===== src/rtl/rp_pkg.sv =====
package rp_pkg;

    typedef enum logic {
        DIR_RD = 1'b0,
        DIR_WR = 1'b1
    } dir_e;

    // required stay for the direction in force
    function automatic int unsigned stay_for(input dir_e dir,
                                             input int unsigned rd_lat,
                                             input int unsigned wr_lat);
        return (dir == DIR_WR) ? wr_lat : rd_lat;
    endfunction

endpackage


===== src/rtl/rp_fifo.sv =====
module rp_fifo #(
    parameter int  DEPTH   = 6,
    parameter type entry_t = logic [7:0]
) (
    input  logic   clk,
    input  logic   rst_n,
    input  logic   push_i,
    input  entry_t wdata_i,
    input  logic   pop_i,
    output entry_t head_o,
    output logic   empty_o,
    output logic   full_o
);

    localparam int PW = (DEPTH > 1) ? $clog2(DEPTH) : 1;
    localparam int CW = $clog2(DEPTH + 1);

    typedef struct packed {
        logic [PW-1:0] wr;
        logic [PW-1:0] rd;
        logic [CW-1:0] cnt;
    } ctl_t;

    ctl_t   c_d, c_q;
    entry_t mem_q [DEPTH];

    function automatic logic [PW-1:0] bump(input logic [PW-1:0] p);
        return (p == PW'(DEPTH - 1)) ? '0 : p + PW'(1);
    endfunction

    always_comb begin
        c_d = c_q;
        if (push_i) c_d.wr = bump(c_q.wr);
        if (pop_i)  c_d.rd = bump(c_q.rd);
        c_d.cnt = c_q.cnt + CW'(push_i) - CW'(pop_i);
    end

    always_ff @(posedge clk or negedge rst_n) begin
        if (!rst_n) c_q <= '0;
        else        c_q <= c_d;
    end

    always_ff @(posedge clk) begin
        if (push_i) mem_q[c_q.wr] <= wdata_i;
    end

    assign head_o  = mem_q[c_q.rd];
    assign empty_o = (c_q.cnt == '0);
    assign full_o  = (c_q.cnt == CW'(DEPTH));

    // the top never lets a push reach a full store
    p_no_overflow_r2: assert property (@(posedge clk) disable iff (!rst_n)
        push_i |-> !full_o);

    // a release only happens with something stored
    p_no_underflow_r10: assert property (@(posedge clk) disable iff (!rst_n)
        pop_i |-> !empty_o);

    // occupancy bounded by capacity
    p_count_bound_r2: assert property (@(posedge clk) disable iff (!rst_n)
        c_q.cnt <= CW'(DEPTH));

endmodule


===== src/rtl/rp_acct.sv =====
module rp_acct #(
    parameter int TAG_W = 2,
    parameter int SZ_W  = 8,
    parameter int BURST = 16
) (
    input  logic             clk,
    input  logic             rst_n,
    input  logic [TAG_W-1:0] tag_i,
    input  logic [SZ_W-1:0]  size_i,
    input  logic             upd_i,
    output logic             fin_o
);

    localparam int NTAG = 1 << TAG_W;

    logic [SZ_W-1:0] got_d [NTAG];
    logic [SZ_W-1:0] got_q [NTAG];

    // one more burst reaches the size: compare one bit wider
    assign fin_o = ({1'b0, got_q[tag_i]} + (SZ_W+1)'(BURST)) >= {1'b0, size_i};

    for (genvar g = 0; g < NTAG; g++) begin : g_tag
        always_comb begin
            got_d[g] = got_q[g];
            if (upd_i && tag_i == TAG_W'(g)) begin
                got_d[g] = fin_o ? '0 : got_q[g] + SZ_W'(BURST);
            end
        end

        always_ff @(posedge clk or negedge rst_n) begin
            if (!rst_n) got_q[g] <= '0;
            else        got_q[g] <= got_d[g];
        end

        // a completing release leaves the tag's count at zero
        p_clear_on_finish_r7: assert property (@(posedge clk) disable iff (!rst_n)
            (upd_i && tag_i == TAG_W'(g) && fin_o) |=> (got_q[g] == '0));

        // other tags are untouched by a release
        p_other_tag_kept_r7: assert property (@(posedge clk) disable iff (!rst_n)
            (upd_i && tag_i != TAG_W'(g)) |=> $stable(got_q[g]));
    end

endmodule


===== src/rtl/burst_return_pipe.sv =====
module burst_return_pipe
    import rp_pkg::*;
#(
    parameter int RD_LAT    = 5,
    parameter int WR_LAT    = 3,
    parameter int BL        = 4,
    parameter int BUS_BYTES = 2,
    parameter int DEVS      = 2,
    parameter int TAG_W     = 2,
    parameter int SZ_W      = 8,
    parameter int TS_W      = 12
) (
    input  logic             clk,
    input  logic             rst_n,
    input  logic             push_i,
    input  logic             push_wr_i,
    input  logic [TAG_W-1:0] push_tag_i,
    input  logic [SZ_W-1:0]  push_size_i,
    input  logic [TS_W-1:0]  push_birth_i,
    output logic             full_o,
    output logic             ovf_o,
    output logic [TS_W-1:0]  now_o,
    output logic             wr_mode_o,
    output logic             head_ready_o,
    output logic [TAG_W-1:0] head_tag_o,
    output logic             peek_done_o,
    input  logic             pop_i,
    output logic             done_o,
    output logic [TAG_W-1:0] done_tag_o,
    output logic [TS_W-1:0]  done_lat_o
);

    localparam int DEPTH       = RD_LAT + 1;
    localparam int BURST_BYTES = BL * BUS_BYTES * DEVS;

    typedef struct packed {
        logic [TAG_W-1:0] tag;
        logic [SZ_W-1:0]  size;
        logic [TS_W-1:0]  birth;
        logic [TS_W-1:0]  stamp;
    } ent_t;

    typedef struct packed {
        logic [TS_W-1:0]  now;
        dir_e             dir;
        logic             ovf;
        logic             done;
        logic [TAG_W-1:0] dtag;
        logic [TS_W-1:0]  dlat;
    } st_t;

    st_t             s_d, s_q;
    ent_t            wentry, head;
    logic            empty, full, push_ok, pop_ok, ready, fin;
    logic [TS_W-1:0] age, need;

    assign wentry = '{tag: push_tag_i, size: push_size_i,
                      birth: push_birth_i, stamp: s_q.now};

    assign push_ok = push_i && !full;
    assign age     = s_q.now - head.stamp;
    assign need    = TS_W'(stay_for(s_q.dir, RD_LAT, WR_LAT));
    assign ready   = !empty && (age >= need);
    assign pop_ok  = pop_i && ready;

    rp_fifo #(
        .DEPTH   (DEPTH),
        .entry_t (ent_t)
    ) u_store (
        .clk     (clk),
        .rst_n   (rst_n),
        .push_i  (push_ok),
        .wdata_i (wentry),
        .pop_i   (pop_ok),
        .head_o  (head),
        .empty_o (empty),
        .full_o  (full)
    );

    rp_acct #(
        .TAG_W (TAG_W),
        .SZ_W  (SZ_W),
        .BURST (BURST_BYTES)
    ) u_acct (
        .clk    (clk),
        .rst_n  (rst_n),
        .tag_i  (head.tag),
        .size_i (head.size),
        .upd_i  (pop_ok),
        .fin_o  (fin)
    );

    always_comb begin
        s_d      = s_q;
        s_d.now  = s_q.now + TS_W'(1);
        s_d.ovf  = push_i && full;
        s_d.done = 1'b0;
        if (push_ok) s_d.dir = push_wr_i ? DIR_WR : DIR_RD;
        if (pop_ok && fin) begin
            s_d.done = 1'b1;
            s_d.dtag = head.tag;
            s_d.dlat = s_q.now - head.birth;
        end
    end

    always_ff @(posedge clk or negedge rst_n) begin
        if (!rst_n) s_q <= '0;
        else        s_q <= s_d;
    end

    assign full_o       = full;
    assign ovf_o        = s_q.ovf;
    assign now_o        = s_q.now;
    assign wr_mode_o    = (s_q.dir == DIR_WR);
    assign head_ready_o = ready;
    assign head_tag_o   = head.tag;
    assign peek_done_o  = !empty && fin;
    assign done_o       = s_q.done;
    assign done_tag_o   = s_q.dtag;
    assign done_lat_o   = s_q.dlat;

    // a refused push is flagged one cycle later
    p_ovf_flag_r2: assert property (@(posedge clk) disable iff (!rst_n)
        (push_i && full_o) |=> ovf_o);

    // an accepted write push turns the bus to write
    p_turn_write_r4: assert property (@(posedge clk) disable iff (!rst_n)
        (push_i && !full_o && push_wr_i) |=> wr_mode_o);

    // an accepted read push turns the bus to read
    p_turn_read_r4: assert property (@(posedge clk) disable iff (!rst_n)
        (push_i && !full_o && !push_wr_i) |=> !wr_mode_o);

    // without an accepted push the direction holds
    p_dir_hold_r4: assert property (@(posedge clk) disable iff (!rst_n)
        !(push_i && !full_o) |=> $stable(wr_mode_o));

    // completion only follows a qualified release
    p_done_after_pop_r7: assert property (@(posedge clk) disable iff (!rst_n)
        $rose(done_o) |-> $past(pop_i && head_ready_o));

    // the time base advances by one every cycle
    p_time_step_r1: assert property (@(posedge clk) disable iff (!rst_n)
        1'b1 |=> (now_o == $past(now_o) + TS_W'(1)));

endmodule


===== config.mk =====
export PLATFORM = sky130hd
export DESIGN_NAME = burst_return_pipe
export DESIGN_NICKNAME = d
export VERILOG_FILES = /design/src/rtl/rp_pkg.sv /design/src/rtl/rp_fifo.sv /design/src/rtl/rp_acct.sv /design/src/rtl/burst_return_pipe.sv
export SDC_FILE = /design/constraint.sdc
export NUM_CORES = 1
export LEC_CHECK = 0
export BUFFER_PORTS_ARGS = -buffer_cell sky130_fd_sc_hd__buf_2
export CAP_MARGIN = 20
export CORE_MARGIN = 1.5
export CORE_UTILIZATION = 55
export DETAILED_ROUTE_END_ITERATION = 16
export PLACE_DENSITY = 0.77
export SETUP_SLACK_MARGIN = 0.3
export SLEW_MARGIN = 30
export SYNTH_ARGS = -nofsm -noshare
export SYNTH_HDL_FRONTEND = slang
export SYNTH_SLANG_ARGS = --single-unit

===== constraint.sdc =====
create_clock -name clk -period 6.15 [get_ports clk]
set_input_delay 0.9225 -clock clk [delete_from_list [all_inputs] [get_ports clk]]
set_output_delay 0.9225 -clock clk [all_outputs]
set_load 0.005 [all_outputs]

==> flow_metrics.py, run 1 <==
metrics = {
    "power": {
        "p_leak_uw": 0.004907,
        "powerDensity_mw_per_mm2": 553.5,
        "ir_worst_vdd_uv": 377.3,
    },
    "clocking": {
        "cts.sinks": 258,
        "clkLatencyLatePin_ps": 530,
        "cts_made_buffers": 26,
        "cts_htree_levels": 1,
        "cts_tree": "yes",
        "cts_buffer_depth": 3,
        "path_clk_slew_ps": 60,
        "cts-root-buf": "clkbuf_16",
    },
    "logic_synthesis": {
        "yosysSeqAreaShare": 0.6556,
        "syn_area_mm2": 0.01141,
        "synth_nets": 878,
        "synth-async-reset-ratio": 0.2093,
        "synth.area.top_cells": "edfxtp_1, dfrtp_1, ha_1",
        "yosys.area.top_type": "edfxtp_1",
        "ys_ff_latch": 258,
        "dominantRegCellSynth": "edfxtp_1",
        "syn_area_per_cell_um2": 14.05,
        "synth_cells": 812,
        "synth_edf_count": 204,
        "synth_top_area_frac": 0.5371,
        "yosysUniqueCellTypes": 68,
        "yosysWarnings": 0,
    },
    "global_routing": {
        "grt.total_usage": 0.2208,
        "grt_pass1_wl_um": 36970,
        "grt_max_degree": 55,
        "grt_pass1_vias": 6792,
        "grt.overflow.total": 0,
        "antenna_found_initial": 2,
    },
    "setup_path": {
        "crit_path_cell_trace": "nor2b_2 > buf_4 > nand2_1 > o221ai_1 > ha_1 > inv_1 > fa_1 > a21o_1 > nand2b_1 > a31oi_1 > or4_1 > a211oi_2 > nor4b_4 > buf_4 > nor2_1 > buf_2",
        "slowest_stage": "dfrtp_2",
        "path_buf_inv": 4,
        "required_ps": 5230,
        "worstPathArrival_ps": 4720,
        "crit_path_max_incr_delay_ps": 660,
        "path_max_fanout": 27,
        "critPathTopFamily": "simple AND/OR/NAND/NOR gates",
        "crit_top_cell": "buf_4",
        "end_kind": "primary output",
        "critPathKind": "register to primary output",
        "startpoint_type": "register",
    },
    "sta": {
        "post-route-period-util": 0.9178,
        "worst_pin_slew_ps": 774.6,
        "max_freq_mhz": 177.2,
        "setup_viol": 0,
        "clock_skew_ps": 6.952,
        "rsz0062_at_grt": "true",
        "tns_ps": 0,
        "slew_headroom": 0.4836,
        "min_period_ps": 5645,
        "hold_violations": 0,
        "slew_violations": 0,
    },
    "layout": {
        "final_cell_mix": "edfxtp_1, nor2_1, buf_2",
        "diodes": 0,
        "nets": 954,
        "final_common_cell": "edfxtp_1",
        "areaGrowthSynthToFinish_pct": 13.47,
        "final_design_area_no_fill_mm2": 0.01294,
        "stdcell_count": 1176,
        "drive_gt1_frac": 0.1843,
    },
    "die": {
        "core-area_mm2": 0.02030,
        "top_level_ports": 61,
        "start_util": 0.5619,
        "die_x_um": 147.0,
        "die_y_um": 147.0,
        "die_area_mm2": 0.02161,
        "rows": 52,
    },
    "routing": {
        "avgViaCountPerCell": 5.963,
        "drc_errors": 0,
        "wl_per_cell_um": 20.07,
        "drtIter0Drc": 470,
        "firstDrtPassIters": 4,
        "antenna_left": 0,
        "vias": 7013,
        "totalWireLength_um": 23600,
    },
    "placement": {
        "dpl.hpwl_um": 15080,
        "port_buffers": 60,
        "placed_area_mm2": 0.01210,
        "gp_congestion": 0.8275,
        "numPlacedInstances": 1125,
    },
    "status": {
        "outcome": "finished, final reports clean",
    },
    "worst_hold_path": {
        "worstHoldPathType": "register to register",
    },
    "flow_run": {
        "max-cap-violations": 0,
    },
}
[kinds of logic (layout without fill, tap and decap cells)]
group / Yosys count / count (layout) / synth area share
flip-flops: 258 / 258 / 0.6556
AO/OA/AOI/OAI: 179 / 180 / 0.1126
adder cells (fa/ha/maj): 39 / 39 / 0.04476
buffers and inverters: 57 / 150 / 0.02337
AND/OR/NAND/NOR: 193 / 193 / 0.08403
XOR/XNOR: 30 / 30 / 0.02304
multiplexers: 56 / 56 / 0.05671
[per-layer routing]
layer  GRT usage  wire length (um)  up-vias
met5           0                32        -
li1            -                 -     3256
met1      0.2997              9827     3430
met4     0.07600               778        4
met2      0.3578             11400      266
met3     0.04596              1562       57
[cell usage after synthesis (all sizes together) (3+ instances only)]
master,instances
nor3,6
a22o,25
edfxtp,204
and2,5
ha,36
nand2,36
nand4,4
fa,3
a211oi,6
or2,4
o21a,3
and3,5
nand2b,8
a21o,7
a31oi,3
mux2,19
inv,21
nor2,75
nor2b,10
clkbuf,14
a221oi,26
o21ai,29
mux2i,35
nor4,8
a22oi,4
o221ai,5
a21oi,49
or3,4
o41ai,3
o211ai,3
or3b,4
nand3,15
xnor2,23
o31ai,5
xor2,7
dfrtp,54
buf,20
[power by group]
part	internal (uW)	switching (uW)	leakage, uW
Sequential	2230	169	0.00255
Clock	787	616	0.000367
Combinational	1430	1930	0.00199
Total	4440	2720	0.00491
[worst register-to-register path, cell delays in order (launching register included)]
cell	delay, ps
dfrtp_2	660
nor2b_2	380
buf_4	380
nand2_1	90
o221ai_1	90
ha_1	230
inv_1	60
fa_1	420
a21o_1	200
nand2b_1	70
a31oi_1	100
or4_1	500
a211oi_2	270
nor4b_4	220
buf_4	300
nor2_1	130
ha_1	290
inv_1	40
ha_1	180
fa_1	370
xnor2_1	130
[flip-flops by register name, indices dropped and copies added (netlist names)]
register       count
done_lat_o        12
done_o             1
done_tag_o         2
now_o             12
ovf_o              1
u_acct.got_q      16
u_store.c_q        9
u_store.mem_q    204
wr_mode_o          1
[cell type report]
type	count	area (um^2)
clock buffer	38	695.7
multi-input combinational	498	3751
clock inverter	8	65.06
inverter	23	91.34
sequential	258	7480
fill	1481	7357
timing repair buffer	81	521.8
tap	270	337.8
[what timing repair did]
item                                    in CTS  in global routing
cloned                                       0                  1
hold buffers                                 0                  0
gates resized for setup                      2                  4
endpoints found under the setup margin       1                  1
buffers inserted                             0                  4
pin swaps                                    0                  2
[stage by stage]
step | setup WS (ps) | power, uW | hold WS [ps] | util
global route | 274.0 | 7639 | 514.3 | 0.6376
detailed placement | 529.1 | 5647 | 487.3 | 0.5962
CTS | 326.8 | 7069 | 502.9 | 0.6342
floorplan | 1059 | 4951 | 461.3 | -
finish | 505.3 | 7164 | 497.7 | 0.6376
global placement | 752.9 | 5538 | 479.6 | 0.5921
[final timing paths]
kind	from	end	slack (ps)	cells past startpoint
setup / recovery	u_store.c_q[5]	head_ready_o	510	16
hold reg to reg	u_store.c_q[6]	u_store.c_q[6]	500	2
max in group asynchronous	rst_n	u_store.c_q[5]	5130	2
setup reg to reg	u_store.c_q[5]	u_store.c_q[2]	930	20
hold / removal	u_store.c_q[6]	u_store.c_q[6]	500	2
min in group asynchronous	rst_n	u_acct.got_q[14]	520	2
Power figures use the tool's default switching activity.
==> inputs of run 2 (changes only) <==
- CTS_BUF_LIST: default -> sky130_fd_sc_hd__clkbuf_8
- PLACE_DENSITY: 0.77 -> default
- PLACE_DENSITY_LB_ADDON: default -> 0.3
==> run 2 against run 1 <==
Compared with the run above: first-iteration DRC count grew 18%; worst setup slack gained 84 ps; global-route usage grew 0.33 points; routed wire length shrank 0.49%; flip-flop and latch count is the same; power shrank 1.9%; combinational power shrank 2%; hold slack is essentially flat; critical endpoint unchanged; largest cell class unchanged; highest routed layer is now met4.
==> flow_metrics.py, run 2 (same netlist as run 1, synthesis figures left out) <==
metrics = {
    "layout": {
        "drive_gt1_frac": 0.1976,
        "final_common_cell": "edfxtp_1",
        "final_cell_mix": "edfxtp_1, nor2_1, buf_2",
        "largestRegisters": "u_store.mem_q: 204 flops, u_acct.got_q: 16 flops",
        "nets": 966,
        "areaGrowthSynthToFinish_pct": 13.45,
        "largest_reg_flops": 204,
        "largest_register": "u_store.mem_q",
        "diodes": 0,
    },
    "sta": {
        "setup_viol": 0,
        "worst_pin_slew_ps": 707.3,
        "tns_ps": 0,
        "slew_violations": 0,
        "slew_headroom": 0.5285,
        "max_freq_mhz": 179.8,
        "clock_skew_ps": 28.23,
        "min_period_ps": 5561,
        "hold_violations": 0,
        "post-route-period-util": 0.9042,
        "rsz0062_at_grt": "false",
        "layout_setup_ws_ps": 589.3,
    },
    "power": {
        "p_leak_uw": 0.004997,
        "powerDensity_mw_per_mm2": 542.9,
        "ir_worst_vdd_uv": 305.1,
    },
    "die": {
        "core-area_mm2": 0.02030,
        "die_x_um": 147.0,
        "rows": 52,
        "start_util": 0.5619,
        "top_level_ports": 61,
        "die_area_mm2": 0.02161,
        "die_y_um": 147.0,
    },
    "routing": {
        "wl_per_cell_um": 19.55,
        "avgViaCountPerCell": 5.823,
        "firstDrtPassIters": 5,
        "antenna_left": 0,
        "drc_errors": 0,
        "drtIter0Drc": 554,
        "vias": 6994,
        "totalWireLength_um": 23490,
    },
    "clocking": {
        "clkLatencyLatePin_ps": 550,
        "cts_buffer_depth": 3,
        "cts_htree_levels": 2,
        "path_clk_slew_ps": 50,
        "cts-root-buf": "clkbuf_8",
        "cts_made_buffers": 41,
        "cts.sinks": 258,
        "cts_tree": "yes",
    },
    "global_routing": {
        "grt_use_met1": 0.3002,
        "antenna_found_initial": 1,
        "grt.total_usage": 0.2241,
        "grt_pass1_wl_um": 37390,
        "grt_max_degree": 55,
        "grt_pass1_vias": 7089,
        "gr-usage-met3": 0.04938,
        "grt.busiest_layer": "met2",
        "grt.overflow.total": 0,
        "met2_usage": 0.3698,
    },
    "placement": {
        "gp_congestion": 0.8221,
        "port_buffers": 60,
        "dpl.hpwl_um": 14990,
        "dp_slack_ps": 611.2,
    },
    "setup_path": {
        "path_max_fanout": 24,
        "critPathKind": "register to primary output",
        "worstPathArrival_ps": 4640,
        "crit_path_cell_trace": "buf_4 > nor2b_2 > buf_4 > a22o_1 > a221oi_2 > fa_1 > a21o_1 > nand2b_1 > a31oi_1 > or4_1 > a211oi_2 > nor4b_4 > buf_4 > nor2_1 > buf_2",
        "required_ps": 5230,
        "end_kind": "primary output",
        "crit_path_max_incr_delay_ps": 500,
        "slowest_stage": "or4_1",
        "crit_top_cell": "buf_4",
        "startpoint_type": "register",
    },
    "flow_run": {
        "max-cap-violations": 0,
    },
    "worst_hold_path": {
        "worstHoldPathType": "register to register",
    },
    "status": {
        "outcome": "finished, final reports clean",
    },
}
[run 2: cell count changes in the layout (fill, tap and decap cells not counted), moves of 2 or more]
cell       before  now
inv_1          21   39
clkbuf_8        0   46
buf_4          17   13
clkbuf_16      26    0
clkbuf_1       12    0
clkinv_1        3    5
[run 2: area by class of cell]
cell class                      count  area, um^2
Sequential cell                   258        7482
Timing Repair Buffer               79       530.5
Inverter                           23       90.09
Tap cell                          270       337.8
Fill cell                        1533        7360
Multi-Input combinational cell    497        3744
Clock inverter                     28       122.6
Clock buffer                       46       633.1
[run 2: what timing repair did]
item / 4_1_cts / 5_1_grt
endpoints found under the setup margin: 1 / 2
pin swaps: 0 / 1
resized for setup: 1 / 7
hold buffers: 0 / 0
buffers inserted: 0 / 3
hold endpoints to repair: 0 / 0
[run 2: worst max-delay path: cells and delay by family, from the launching register on]
kind | cells | cell delay, ps
DFF | 1 | 370
adders and majority gates | 1 | 460
buffers and inverters | 4 | 1110
AOI/OAI and AO/OA | 5 | 850
and+or+nand+nor | 5 | 1300
[run 2: worst paths after layout]
| check | from | end | slack, ps | cells after the start |
|---|---|---|---|---|
| max in group asynchronous | rst_n | u_store.c_q[5] | 5090 | 2 |
| min in group asynchronous | rst_n | u_acct.got_q[23] | 510 | 2 |
| max | u_store.c_q[4] | head_ready_o | 590 | 15 |
| min | u_store.c_q[6] | u_store.c_q[6] | 500 | 2 |
| max reg2reg | u_store.c_q[4] | u_store.c_q[2] | 1260 | 18 |
| min reg2reg | u_store.c_q[6] | u_store.c_q[6] | 500 | 2 |
[run 2: per-stage QoR]
stage	hold WS [ps]	std cells	power, uW	utilization	instance area, um^2
4_1_cts	493.9	1198	7011	0.6346	12880
3_5_place_dp	481.0	1124	5647	0.5968	12110
6_report	497.2	1201	7025	0.6375	12940
3_3_place_gp	474.5	1120	5536	0.5913	12000
5_1_grt	524.6	1201	7524	0.6375	12940
2_1_floorplan	461.3	812	4951	-	11410
[run 2: power breakdown]
| group | switching, uW | leakage (uW) | internal (uW) | total (uW) |
|---|---|---|---|---|
| clock network | 643 | 0.000459 | 688 | 1330 |
| logic | 1910 | 0.00198 | 1390 | 3300 |
| registers | 169 | 0.00255 | 2230 | 2400 |
[run 2: routing by layer]
layer,routed length (um),vias up
met5,0,-
met4,421,0
met3,1464,36
met2,11340,224
met1,10260,3448
li1,-,3286
